--- src/rtl/rxto_pkg.sv ---
package rxto_pkg;

    typedef enum logic [1:0] {
        ST_IDLE    = 2'd0,
        ST_COUNT   = 2'd1,
        ST_EXPIRED = 2'd2
    } rxto_state_e;

    localparam logic [1:0] STOP_ONE      = 2'd0;
    localparam logic [1:0] STOP_ONE_HALF = 2'd1;

    typedef struct packed {
        logic [1:0] wlen_sel;
        logic       par_en;
        logic [1:0] stop_sel;
    } frame_cfg_t;

endpackage

--- src/rtl/rxto_window.sv ---
module rxto_window
    import rxto_pkg::*;
#(
    parameter int TPB   = 16,
    parameter int CHARS = 4,
    parameter int CNT_W = 10
) (
    input  logic             clk,
    input  logic             rst_n,
    input  frame_cfg_t       cfg,
    output logic [CNT_W-1:0] limit,
    output logic             cfg_changed
);
    localparam int HALF_BIT = TPB / 2;
    localparam int MIN_BITS = 6;

    logic [CNT_W-1:0] word_ticks [4];

    for (genvar g = 0; g < 4; g++) begin : g_wlen
        assign word_ticks[g] = CNT_W'((MIN_BITS + g) * TPB);
    end

    logic [CNT_W-1:0] par_ticks;
    logic [CNT_W-1:0] stop_ticks;
    logic [CNT_W-1:0] char_ticks;

    always_comb begin
        par_ticks = cfg.par_en ? CNT_W'(TPB) : '0;
        unique case (cfg.stop_sel)
            STOP_ONE:      stop_ticks = CNT_W'(TPB);
            STOP_ONE_HALF: stop_ticks = CNT_W'(TPB + HALF_BIT);
            default:       stop_ticks = CNT_W'(2 * TPB);
        endcase
        char_ticks = word_ticks[cfg.wlen_sel] + par_ticks + stop_ticks;
        limit      = CNT_W'(32'(char_ticks) * CHARS);
    end

    frame_cfg_t cfg_q;

    always_ff @(posedge clk or negedge rst_n) begin
        if (!rst_n) begin
            cfg_q <= '0;
        end else begin
            cfg_q <= cfg;
        end
    end

    assign cfg_changed = (cfg != cfg_q);

endmodule

--- src/rtl/rxto_ticker.sv ---
module rxto_ticker #(
    parameter int CNT_W = 10
) (
    input  logic             clk,
    input  logic             rst_n,
    input  logic             clr,
    input  logic             inc,
    input  logic [CNT_W-1:0] limit,
    output logic [CNT_W-1:0] count,
    output logic             at_last
);
    always_ff @(posedge clk or negedge rst_n) begin
        if (!rst_n) begin
            count <= '0;
        end else if (clr) begin
            count <= '0;
        end else if (inc) begin
            count <= count + CNT_W'(1);
        end
    end

    assign at_last = (count == limit - CNT_W'(1));

endmodule

--- src/rtl/rxto_ctrl.sv ---
module rxto_ctrl
    import rxto_pkg::*;
(
    input  logic clk,
    input  logic rst_n,
    input  logic fifo_nonempty,
    input  logic restart,
    input  logic rd_stb,
    input  logic tick,
    input  logic at_last,
    output logic cnt_clr,
    output logic cnt_inc,
    output logic timeout_flag
);
    rxto_state_e state_q;
    rxto_state_e state_d;

    always_ff @(posedge clk or negedge rst_n) begin
        if (!rst_n) begin
            state_q <= ST_IDLE;
        end else begin
            state_q <= state_d;
        end
    end

    always_comb begin
        state_d = state_q;
        unique case (state_q)
            ST_IDLE: begin
                if (fifo_nonempty) state_d = ST_COUNT;
            end
            ST_COUNT: begin
                if (!fifo_nonempty) begin
                    state_d = ST_IDLE;
                end else if (!restart && tick && at_last) begin
                    state_d = ST_EXPIRED;
                end
            end
            ST_EXPIRED: begin
                if (!fifo_nonempty) begin
                    state_d = ST_IDLE;
                end else if (rd_stb) begin
                    state_d = ST_COUNT;
                end
            end
            default: state_d = ST_IDLE;
        endcase
    end

    always_comb begin
        cnt_clr      = 1'b1;
        cnt_inc      = 1'b0;
        timeout_flag = 1'b0;
        unique case (state_q)
            ST_COUNT: begin
                cnt_clr = !fifo_nonempty || restart;
                cnt_inc = fifo_nonempty && !restart && tick;
            end
            ST_EXPIRED: begin
                timeout_flag = 1'b1;
            end
            default: begin
                cnt_clr = 1'b1;
            end
        endcase
    end

endmodule

--- src/rtl/rxto_detector.sv ---
module rxto_detector
    import rxto_pkg::*;
#(
    parameter int TICKS_PER_BIT    = 16,
    parameter int CHARS_PER_WINDOW = 4
) (
    input  logic       clk,
    input  logic       rst_n,
    input  logic       tick_16x,
    input  logic [1:0] wlen_sel,
    input  logic       par_en,
    input  logic [1:0] stop_sel,
    input  logic       fifo_nonempty,
    input  logic       rx_char_stb,
    input  logic       rhr_read_stb,
    output logic       timeout_flag
);
    localparam int MAX_BITS   = 12;
    localparam int MAX_WINDOW = CHARS_PER_WINDOW * TICKS_PER_BIT * MAX_BITS;
    localparam int CNT_W      = $clog2(MAX_WINDOW + 1);

    frame_cfg_t       cfg;
    logic [CNT_W-1:0] win_limit;
    logic [CNT_W-1:0] cnt_val;
    logic             cfg_changed;
    logic             cnt_clr;
    logic             cnt_inc;
    logic             at_last;
    logic             restart;

    assign cfg     = '{wlen_sel: wlen_sel, par_en: par_en, stop_sel: stop_sel};
    assign restart = rx_char_stb || rhr_read_stb || cfg_changed;

    rxto_window #(
        .TPB  (TICKS_PER_BIT),
        .CHARS(CHARS_PER_WINDOW),
        .CNT_W(CNT_W)
    ) u_window (
        .clk        (clk),
        .rst_n      (rst_n),
        .cfg        (cfg),
        .limit      (win_limit),
        .cfg_changed(cfg_changed)
    );

    rxto_ticker #(
        .CNT_W(CNT_W)
    ) u_ticker (
        .clk    (clk),
        .rst_n  (rst_n),
        .clr    (cnt_clr),
        .inc    (cnt_inc),
        .limit  (win_limit),
        .count  (cnt_val),
        .at_last(at_last)
    );

    rxto_ctrl u_ctrl (
        .clk          (clk),
        .rst_n        (rst_n),
        .fifo_nonempty(fifo_nonempty),
        .restart      (restart),
        .rd_stb       (rhr_read_stb),
        .tick         (tick_16x),
        .at_last      (at_last),
        .cnt_clr      (cnt_clr),
        .cnt_inc      (cnt_inc),
        .timeout_flag (timeout_flag)
    );

endmodule

--- config.mk ---
export PLATFORM = sky130hd
export DESIGN_NAME = rxto_detector
export DESIGN_NICKNAME = d
export VERILOG_FILES = /design/src/rtl/rxto_pkg.sv /design/src/rtl/rxto_window.sv /design/src/rtl/rxto_ticker.sv /design/src/rtl/rxto_ctrl.sv /design/src/rtl/rxto_detector.sv
export SDC_FILE = /design/constraint.sdc
export NUM_CORES = 1
export LEC_CHECK = 0
export CAP_MARGIN = 20
export CORE_ASPECT_RATIO = 0.5
export CORE_MARGIN = 8
export CORE_UTILIZATION = 35
export CTS_CLUSTER_SIZE = 24
export DETAILED_ROUTE_END_ITERATION = 16
export PLACE_DENSITY_LB_ADDON = 0.25
export RECOVER_POWER = 100
export SKIP_LAST_GASP = 1
export SLEW_MARGIN = 20
export SYNTH_ARGS = -nofsm -noshare
export SYNTH_HDL_FRONTEND = slang
export SYNTH_HIERARCHICAL = 1
export SYNTH_SLANG_ARGS = --single-unit
--- constraint.sdc ---
create_clock -name clk -period 3.3 [get_ports clk]
set_input_delay 0.66 -clock clk [delete_from_list [all_inputs] [get_ports clk]]
set_output_delay 0.66 -clock clk [all_outputs]
set_load 0.005 [all_outputs]
# After elaboration in Yosys (flattened, before gate mapping)
# Index checks and enable logic that the tools add are counted.
[op_classes] add_sub_neg=4 n_lt_le_gt_ge=1 n_eq_ne=8 n_mux=16 bitwise=1 reduce_logical=13
[op_table] operator="binary-select mux 10 bit (select 2 bit)" n=1
[op_table] operator="2-to-1 mux 10 bit" n=2
[op_table] operator="2-to-1 mux 8 bit" n=2
[op_table] operator="case mux 6 bit (2 select lines)" n=1
[op_table] operator="adder 10 x 1 -> 10 bit (second input constant)" n=1
[op_table] operator="equality test 10 bit" n=1
[op_table] operator="2-to-1 mux 2 bit" n=5
[op_table] operator="subtractor 10 x 1 -> 10 bit (second input constant)" n=1
[op_table] operator="adder 8 x 6 -> 8 bit" n=1
[op_table] operator="adder 8 bit" n=1
[op_table] operator="case mux 2 bit (3 select lines)" n=1
[op_table] operator="2-to-1 mux 5 bit" n=1
[op_table] operator="inequality test 5 bit" n=1
[op_table] operator="equality test 2 x 1 -> 1 bit (second input constant)" n=2
[op_table] operator="logical AND 1 bit" n=4
[op_table] operator="zero test 2 bit" n=2
[op_table] operator="greater-or-equal comparator 3 bit (second input constant)" n=1
[op_table] operator="logical OR 1 bit" n=3
[op_table] operator="2-to-1 mux 1 bit" n=3
[op_table] operator="inequality test 3 x 2 -> 1 bit (second input constant)" n=1
[op_table] operator="inequality test 3 bit (second input constant)" n=1
[op_table] operator="NOT 2 -> 3 bit" n=1
[op_table] operator="AND reduction 3 bit" n=1
[op_table] operator="equality test 2 bit (second input constant)" n=1
[op_table] operator="3 further kinds" n=4
[totals] ff_bits=17 inputBits=11 wordCells=48

# Logic depth before layout (Yosys ltp)
# Gate-level depths: netlist of run 1.
[depth] ltp_word=12 mapped_depth=14

# Hierarchy
# Netlist of run 1, hierarchy kept.
[by_module_without_submodules] mod="rxto_ticker" n_inst=1 cells_per_inst=92 area_per_inst_um2=809.5
[by_module_without_submodules] mod="rxto_window" n_inst=1 cells_per_inst=30 area_per_inst_um2=316.6
[by_module_without_submodules] mod="rxto_ctrl" n_inst=1 cells_per_inst=12 area_per_inst_um2=140.1
[by_module_without_submodules] mod="rxto_detector" n_inst=1 cells_per_inst=1 area_per_inst_um2=6.3

# Worst setup path before layout of run 1
# Ideal clock, no wire load.
[synth_path] path_kind="input to register" from="input port stop_sel[1]" to="register u_ctrl.state_q[0]" setup_time_ns=0.121 t_arrival_ns=2.773 required_ns=3.179 slack_ns=0.405 cell_stages=13 cell_sequence="xnor2_1 > ha_1 > a21o_1 > ha_1 > ha_1 > a21oi_1 > xor2_1 > nand3b_1 > o21ai_0 > a21oi_1 > a221oi_2 > nand4b_1 > a32o_2"
[synth_via] elab_chain_cells=8
[synth_rtl] element="start, declared" line_no="rxto_detector.sv:12" rtl="input logic [1:0] stop_sel,"
[synth_rtl] element="equality test 2 x 1 -> 1 bit or zero test 2 bit (tied branches)" line_no="rxto_window.sv:29" rtl="unique case (cfg.stop_sel)"
[synth_rtl] element="case mux 6 bit (2 select lines) (*)" line_no="rxto_window.sv:29"
[synth_rtl] element="adder 8 x 6 -> 8 bit (*)" line_no="rxto_window.sv:34" rtl="char_ticks = word_ticks[cfg.wlen_sel] + par_ticks + stop_ticks;"
[synth_rtl] element="via win_limit[9]" line_no="rxto_detector.sv:23" rtl="logic [CNT_W-1:0] win_limit;"
[synth_rtl] element="subtractor 10 x 1 -> 10 bit (*)" line_no="rxto_ticker.sv:22" rtl="assign at_last = (count == limit - CNT_W'(1));"
[synth_rtl] element="equality test 10 bit (*)" line_no="rxto_ticker.sv:22"
[synth_rtl] element="via at_last" line_no="rxto_detector.sv:28" rtl="logic at_last;"
[synth_rtl] element="logical AND 1 bit (*)" line_no="rxto_ctrl.sv:35" rtl="end else if (!restart && tick && at_last) begin"
[synth_rtl] element="inequality test 3 x 2 -> 1 bit (no source line) (*)"
[synth_rtl] element="AND reduction 3 bit (no source line) (*)"
[synth_rtl] element="end signal, assigned" line_no="rxto_ctrl.sv:22" rtl="state_q <= state_d;"
[synth_rtl] element="end, declared" line_no="rxto_ctrl.sv:15" rtl="rxto_state_e state_q;"
# The timed path passes the listed nets; every way through them passes the cells marked *.
# A chain may end at the register's enable or synchronous reset.

# Final worst setup path of run 1
[layout_path] from="input port wlen_sel[1]" to="register u_ctrl.state_q[0]"
[layout_via] elab_chain_cells=11
[layout_rtl] element="start, declared" line_no="rxto_detector.sv:10" rtl="input logic [1:0] wlen_sel,"
[layout_rtl] element="NOT 2 -> 3 bit (implied by the code)" line_no="rxto_window.sv:34"
[layout_rtl] element="binary-select mux 10 bit (select 2 bit)" line_no="rxto_window.sv:34"
[layout_rtl] element="2-to-1 mux 8 bit (implied by the code) (2 in a row)" line_no="rxto_window.sv:34"
[layout_rtl] element="adder 8 bit" line_no="rxto_window.sv:34"
[layout_rtl] element="adder 8 x 6 -> 8 bit" line_no="rxto_window.sv:34"
[layout_rtl] element="via win_limit[9]" line_no="rxto_detector.sv:23"
[layout_rtl] element="subtractor 10 x 1 -> 10 bit" line_no="rxto_ticker.sv:22"
[layout_rtl] element="equality test 10 bit" line_no="rxto_ticker.sv:22"
[layout_rtl] element="via at_last" line_no="rxto_detector.sv:28"
[layout_rtl] element="logical AND 1 bit" line_no="rxto_ctrl.sv:35"
[layout_rtl] element="inequality test 3 x 2 -> 1 bit (no source line)"
[layout_rtl] element="AND reduction 3 bit (no source line)"
# The timed path passes the listed nets, and every way through them passes these cells. The select of a mux whose other input is x is not followed.

==> results.sh, run 1 <==
export IMPL_synth_edf_count=0
export IMPL_drt_iter0_markers=39
export IMPL_hold_class="register to register"
export IMPL_clk_path_buf_depth=2
export IMPL_dr_pass1_iters=4
export IMPL_syn_area_per_cell_um2=9.43
export IMPL_p_total_mw=0.469
export IMPL_skew_ns=0.00329
export IMPL_first_global_vias=948
export IMPL_start_util_pct=36.8
export IMPL_post_cts_buffers=0
export IMPL_power_density_nw_per_um2=302
export IMPL_grt_usage_pct=9.05
export IMPL_yosysWarnings=6
export IMPL_start_kind="primary input"
export IMPL_placed_area_um2=1490
export IMPL_outcome="finished clean"
export IMPL_cts_root_buf="clkbuf_8"
export IMPL_overflow=0
export IMPL_synth_most_common_cell="dfrtp_1"
export IMPL_leakagePower_nw=0.636
export IMPL_drive_above_1_share_pct=14.6
export IMPL_crit_family="compound AO/OA/AOI/OAI gates"
export IMPL_dieHeight_um=58.6
export IMPL_vias=994
export IMPL_cts_clk_slew_worst_paths_ns=0.07
export IMPL_cts_buffers=3
export IMPL_syn_area_um2=1270
export IMPL_yosys_top_cells_count="dfrtp_1 (17), xor2_1 (13), xnor2_1 (11), nand2_1 (10), nor2_1 (10)"
export IMPL_drc=0
export IMPL_fin_setup_tns_ns=0
export IMPL_finalCriticalPeriod_ns=3.17
export IMPL_portBuffers=11
export IMPL_antenna_found_initial=0
export IMPL_synthCells=135
export IMPL_critical_path_max_stage_delay_ns=0.47
export IMPL_worstPathCellList="clkdlybuf4s50_1 -> inv_1 -> ha_1 -> inv_1 -> ha_1 -> ha_2 -> nor3_2 -> a21oi_2 -> buf_4 -> xnor2_4 -> nand3b_1 -> o21ai_1 -> a21oi_1 -> a221oi_2 -> nand4b_1 -> a32o_2"
export IMPL_tightest_slew_ns=0.798
export IMPL_via_per_inst=4.78
export IMPL_slew_headroom_pct=46.6
export IMPL_ys_flop_type="dfrtp_1"
export IMPL_irDropWorstVdd_uv=92.8
export IMPL_rsz0062_at_grt="false"
export IMPL_grt_max_degree=18
export IMPL_ioPinCount=12
export IMPL_synth_area_leaders="dfrtp_1 (33%), xor2_1 (8.9%), xnor2_1 (7.6%)"
export IMPL_cap_viol_max_count=0
export IMPL_clock_latency_ns=0.25
export IMPL_synth_cell_types=38
export IMPL_cts_num_sinks=17
export IMPL_yosysSeqAreaShare_pct=33.4
export IMPL_required_ns=3.44
export IMPL_cpMaxStageDelayCell="clkdlybuf4s50_1"
export IMPL_die_w_um=101
export IMPL_synth_seq_cells=17
export IMPL_synthArstFlopShare_pct=100
export IMPL_period_share_pct=96.2
export IMPL_slew_viol_final=0
export IMPL_critical_path_peak_fanout=2
export IMPL_hpwlAfterDp_um=1920
export IMPL_h_tree_depth=1
export IMPL_hold_viol_final=0
export IMPL_max_freq_mhz=315
export IMPL_totalWireLength_um=2540
export IMPL_grt_pass1_wl_um=4280
export IMPL_crit_type="primary input to register"
export IMPL_cp_end_kind="register"
export IMPL_critPathArrivalTime_ns=3.32
export IMPL_ant_nets=0
export IMPL_fin_area_um2=1550
export IMPL_dieArea_um2=5940
export IMPL_finalNetCount=175
export IMPL_critPathBufInv=4
export IMPL_antenna_cells=0
export IMPL_yosys_area_top_type_share_pct=33.4
export IMPL_fp_coreArea_um2=3450
export IMPL_syn2layout_area_growth_pct=21.8
export IMPL_setup_viol=0
export IMPL_hold_slack_ns=0.590
export IMPL_cts_hold_buf=0
export IMPL_gp_congestion=0.827
export IMPL_fp_row_count=15
export IMPL_yosysTopAreaCell="dfrtp_1"
export IMPL_cts_tree="done"
export IMPL_wl_per_cell_um=12.2
==> final timing paths <==
check | startpoint | to | slack, ns | cells after the start
setup / recovery | wlen_sel[1] | u_ctrl/state_q[0] | 0.13 | 16
hold / removal | u_ticker/count[5] | u_ticker/count[5] | 0.59 | 2
setup reg to reg | u_window/cfg_q[3] | u_ticker/count[7] | 0.75 | 8
hold reg to reg | u_ticker/count[5] | u_ticker/count[5] | 0.59 | 2
max in group asynchronous | rst_n | u_ctrl/state_q[0] | 1.87 | 1
min in group asynchronous | rst_n | u_ticker/count[3] | 0.94 | 1
==> report_power, final <==
part / total (mW) / internal (mW) / switching, mW / leakage [nW]
clock: 0.158 / 0.0857 / 0.0718 / 0.0228
sequential: 0.214 / 0.212 / 0.00224 / 0.223
combinational: 0.0968 / 0.0487 / 0.0481 / 0.389
==> tightest hold or removal path, stage by stage (launching register included) <==
cell and delay, ns:
dfrtp_1 0.41, o21ai_0 0.08, a21oi_1 0.06
==> repair_timing <==
action                                  CTS  global route
pin swaps                                 0             5
endpoints found under the setup margin    2             2
resized for setup                         4             5
==> final cells by class <==
| class | instances | area (µm²) |
|---|---|---|
| fill | 343 | 1900 |
| sequential | 17 | 425 |
| multi-input combinational | 108 | 815 |
| timing repair buffer | 21 | 175 |
| tap | 51 | 63.8 |
| inverter | 7 | 26.3 |
| clock buffer | 4 | 45.0 |
==> cells by family (layout without fill, tap and decap cells) <==
kind of cell,after synthesis,count (layout),synth area share [%]
mux,4,4,3.24
fa+ha+maj,6,6,5.90
simple gates,52,52,26.1
other cells,1,5,0.295
xor+xnor,24,24,16.5
buf+inv,14,32,5.60
compound gates,17,17,8.95
flops,17,17,33.4
==> routing by layer <==
| layer | routed length (µm) | GRT usage [%] | vias up |
|---|---|---|---|
| met5 | 0 | 0 | - |
| met4 | 25 | 3.14 | 0 |
| met3 | 131 | 3.53 | 2 |
| met2 | 1130 | 13.9 | 17 |
| met1 | 1260 | 11.2 | 470 |
| li1 | - | - | 505 |
==> flip-flops by register name, indices dropped and copies added, names as in the netlist <==
| register | flops |
|---|---|
| u_ctrl/state_q | 2 |
| u_ticker/count | 10 |
| u_window/cfg_q | 5 |
==> metrics by stage <==
step / cells / utilization (%) / worst slack, ns
2_1_floorplan: 139 / - / 0.405
3_3_place_gp: 204 / 43.2 / -0.238
3_5_place_dp: 204 / 43.2 / -0.329
4_1_cts: 208 / 44.9 / 0.0334
5_1_grt: 208 / 44.9 / 0.000638
6_report: 208 / 44.9 / 0.126
==> cell usage in the layout (no fill, tap or decap), drive strengths merged, types with 3 or more instances in the layout <==
cell / instances
dfrtp: 17
xor2: 13
xnor2: 11
nand2: 10
nor2: 10
buf: 7
inv: 7
clkbuf: 7
ha: 6
or3: 5
clkdlybuf4s50: 5
conb: 5
o21ai: 5
a21oi: 5
nor3: 4
dlygate4sd3: 3
and2b: 3
nand3: 3
nand3b: 3
mux2i: 3
and3: 3
nor4b: 3
No activity file was read; power rests on OpenSTA's default activity.
==> run 2, diff against run 1 <==
--- a/config.mk
+++ b/config.mk
@@ -6,9 +6,8 @@
 export NUM_CORES = 1
 export LEC_CHECK = 0
 export CAP_MARGIN = 20
-export CORE_ASPECT_RATIO = 0.5
 export CORE_MARGIN = 8
-export CORE_UTILIZATION = 35
+export CORE_UTILIZATION = 56
 export CTS_CLUSTER_SIZE = 24
 export DETAILED_ROUTE_END_ITERATION = 16
 export PLACE_DENSITY_LB_ADDON = 0.25
==> results.sh, run 2 (synthesized netlist as in run 1, its figures left out) <==
export IMPL_outcome="finished clean"
export IMPL_slew_viol_final=0
export IMPL_cts_buffers=3
export IMPL_power_density_nw_per_um2=283
export IMPL_rr_worst_depth=9
export IMPL_clk_path_buf_depth=2
export IMPL_cts_clk_slew_worst_paths_ns=0.11
export IMPL_grt_pass1_wl_um=4210
export IMPL_critical_path_max_stage_delay_ns=0.50
export IMPL_top_layer="met4"
export IMPL_r2r_start="u_window/cfg_q[3]"
export IMPL_finalCriticalPeriod_ns=3.14
export IMPL_hold_slack_ns=0.586
export IMPL_period_share_pct=95.1
export IMPL_drc=0
export IMPL_required_ns=3.49
export IMPL_h_tree_depth=1
export IMPL_crit_type="primary input to register"
export IMPL_ant_nets=0
export IMPL_gp_congestion=0.763
export IMPL_hold_class="register to register"
export IMPL_totalWireLength_um=2450
export IMPL_max_freq_mhz=319
export IMPL_grt_max_degree=18
export IMPL_drive_above_1_share_pct=16.0
export IMPL_rsz0062_at_grt="false"
export IMPL_dieHeight_um=63.7
export IMPL_worstHoldEndpoint="u_ticker/count[5]"
export IMPL_overflow=0
export IMPL_fp_row_count=17
export IMPL_hpwlAfterDp_um=1850
export IMPL_ioPinCount=12
export IMPL_r2r_end="u_ticker/count[5]"
export IMPL_critical_path_peak_fanout=2
export IMPL_antenna_cells=0
export IMPL_top_register="u_ticker/count"
export IMPL_fin_area_um2=1500
export IMPL_mostFrequentLayoutCell="dfrtp_1"
export IMPL_dieArea_um2=4050
export IMPL_holdPathStages=2
export IMPL_wl_met2_um=1120
export IMPL_wl_per_cell_um=13.3
export IMPL_fin_setup_tns_ns=0
export IMPL_leakagePower_nw=0.634
export IMPL_fin_cells=184
export IMPL_setup_slack_ns=0.162
export IMPL_placed_area_um2=1460
export IMPL_die_w_um=63.7
export IMPL_largest_register_ffs=10
export IMPL_start_kind="primary input"
export IMPL_skew_ns=0.00864
export IMPL_worstPathCellList="clkdlybuf4s50_1 -> inv_1 -> ha_1 -> inv_1 -> ha_1 -> ha_2 -> nor3_2 -> a21oi_2 -> xor2_1 -> nand3b_1 -> o21ai_1 -> a21oi_1 -> a221oi_2 -> nand4b_1 -> a32o_2"
export IMPL_p_total_mw=0.425
export IMPL_critPathArrivalTime_ns=3.33
export IMPL_cts_num_sinks=17
export IMPL_drt_iter0_markers=43
export IMPL_irDropWorstVdd_uv=272
export IMPL_via_per_inst=5.33
export IMPL_reg_top3="u_ticker/count (10), u_window/cfg_q (5), u_ctrl/state_q (2)"
export IMPL_portBuffers=11
export IMPL_vias=981
export IMPL_post_cts_buffers=0
export IMPL_setup_viol=0
export IMPL_hp_start="u_ticker/count[5]"
export IMPL_cts_root_buf="clkbuf_4"
export IMPL_finalNetCount=174
export IMPL_layout_common_cells="dfrtp_1 (17), xor2_1 (13), nand2_1 (10), xnor2_1 (10), nor2_1 (10)"
export IMPL_hold_viol_final=0
export IMPL_cts_tree="done"
export IMPL_first_global_vias=977
export IMPL_start_util_pct=58.1
export IMPL_cpMaxStageDelayCell="clkdlybuf4s50_1"
export IMPL_antenna_found_initial=0
export IMPL_wl_met3_um=107
export IMPL_dp_slack_ns=-0.323
export IMPL_cp_end_kind="register"
export IMPL_fp_coreArea_um2=2190
export IMPL_fin_util_pct=68.4
export IMPL_fillerInstances=185
export IMPL_dpl_cell_count=180
export IMPL_slew_headroom_pct=48.3
export IMPL_syn2layout_area_growth_pct=17.8
export IMPL_tightest_slew_ns=0.773
export IMPL_rrSetupSlack_ns=0.89
export IMPL_grt_usage_pct=12.6
export IMPL_cap_viol_max_count=0
export IMPL_met1_length_um=1180
export IMPL_clock_latency_ns=0.30
export IMPL_dr_pass1_iters=4
run 2: timing repair:
| item | 4_1_cts | 5_1_grt |
|---|---|---|
| pin swaps | 0 | 4 |
| hold buffers | 0 | 0 |
| setup endpoints to repair | 1 | 2 |
| gates resized for setup | 1 | 6 |
run 2: worst max-delay path by stage:
stage / cells past startpoint / end / from
after floorplan: 13 / u_ctrl/state_q[0] / stop_sel[1]
after global placement: 14 / u_ctrl/state_q[0] / stop_sel[1]
after detailed placement: 14 / u_ctrl/state_q[0] / stop_sel[1]
after CTS: 15 / u_ctrl/state_q[0] / stop_sel[1]
after global routing: 15 / u_ctrl/state_q[0] / wlen_sel[1]
final: 15 / u_ctrl/state_q[0] / wlen_sel[1]
run 2: worst max-delay path: cells and delay by family:
kind / cells / cell delay, ns
xor gates and xnor gates: 1 / 0.20
and+or+nand+nor: 3 / 0.42
buffers and inverters: 3 / 0.59
adders and majority gates: 3 / 0.65
AOI/OAI and AO/OA: 5 / 0.82
run 2: cell type report:
type                    instances  area (µm²)  share of cell area, %
clock inverters                 1        5.00                  0.334
clock buffers                   3        22.5                   1.50
repair buffers                 20         175                   11.7
flip-flops and latches         17         425                   28.4
multi-input cells             108         810                   54.0
well taps                      28        35.0                   2.34
inverters                       7        26.3                   1.75
run 2: power by group:
| part | internal [mW] | leakage [nW] | switching, mW |
|---|---|---|---|
| Combinational | 0.0479 | 0.392 | 0.0484 |
| Clock | 0.0451 | 0.0177 | 0.0688 |
| Sequential | 0.212 | 0.223 | 0.00232 |
| Total | 0.305 | 0.634 | 0.119 |
run 2: layer usage:
metal / global-route usage [%] / up-vias
met3: 3.36 / 4
met4: 4.18 / 0
met2: 21.7 / 14
li1: - / 503
met1: 14.6 / 460
met5: 0 / -
==> run 3, diff against run 2 <==
--- a/config.mk
+++ b/config.mk
@@ -18,3 +18,4 @@
 export SYNTH_HDL_FRONTEND = slang
 export SYNTH_HIERARCHICAL = 1
 export SYNTH_SLANG_ARGS = --single-unit
+export TNS_END_PERCENT = 10
==> results of run 3 <==
The final DEF is identical to that of run 2; final timing and power are the same.
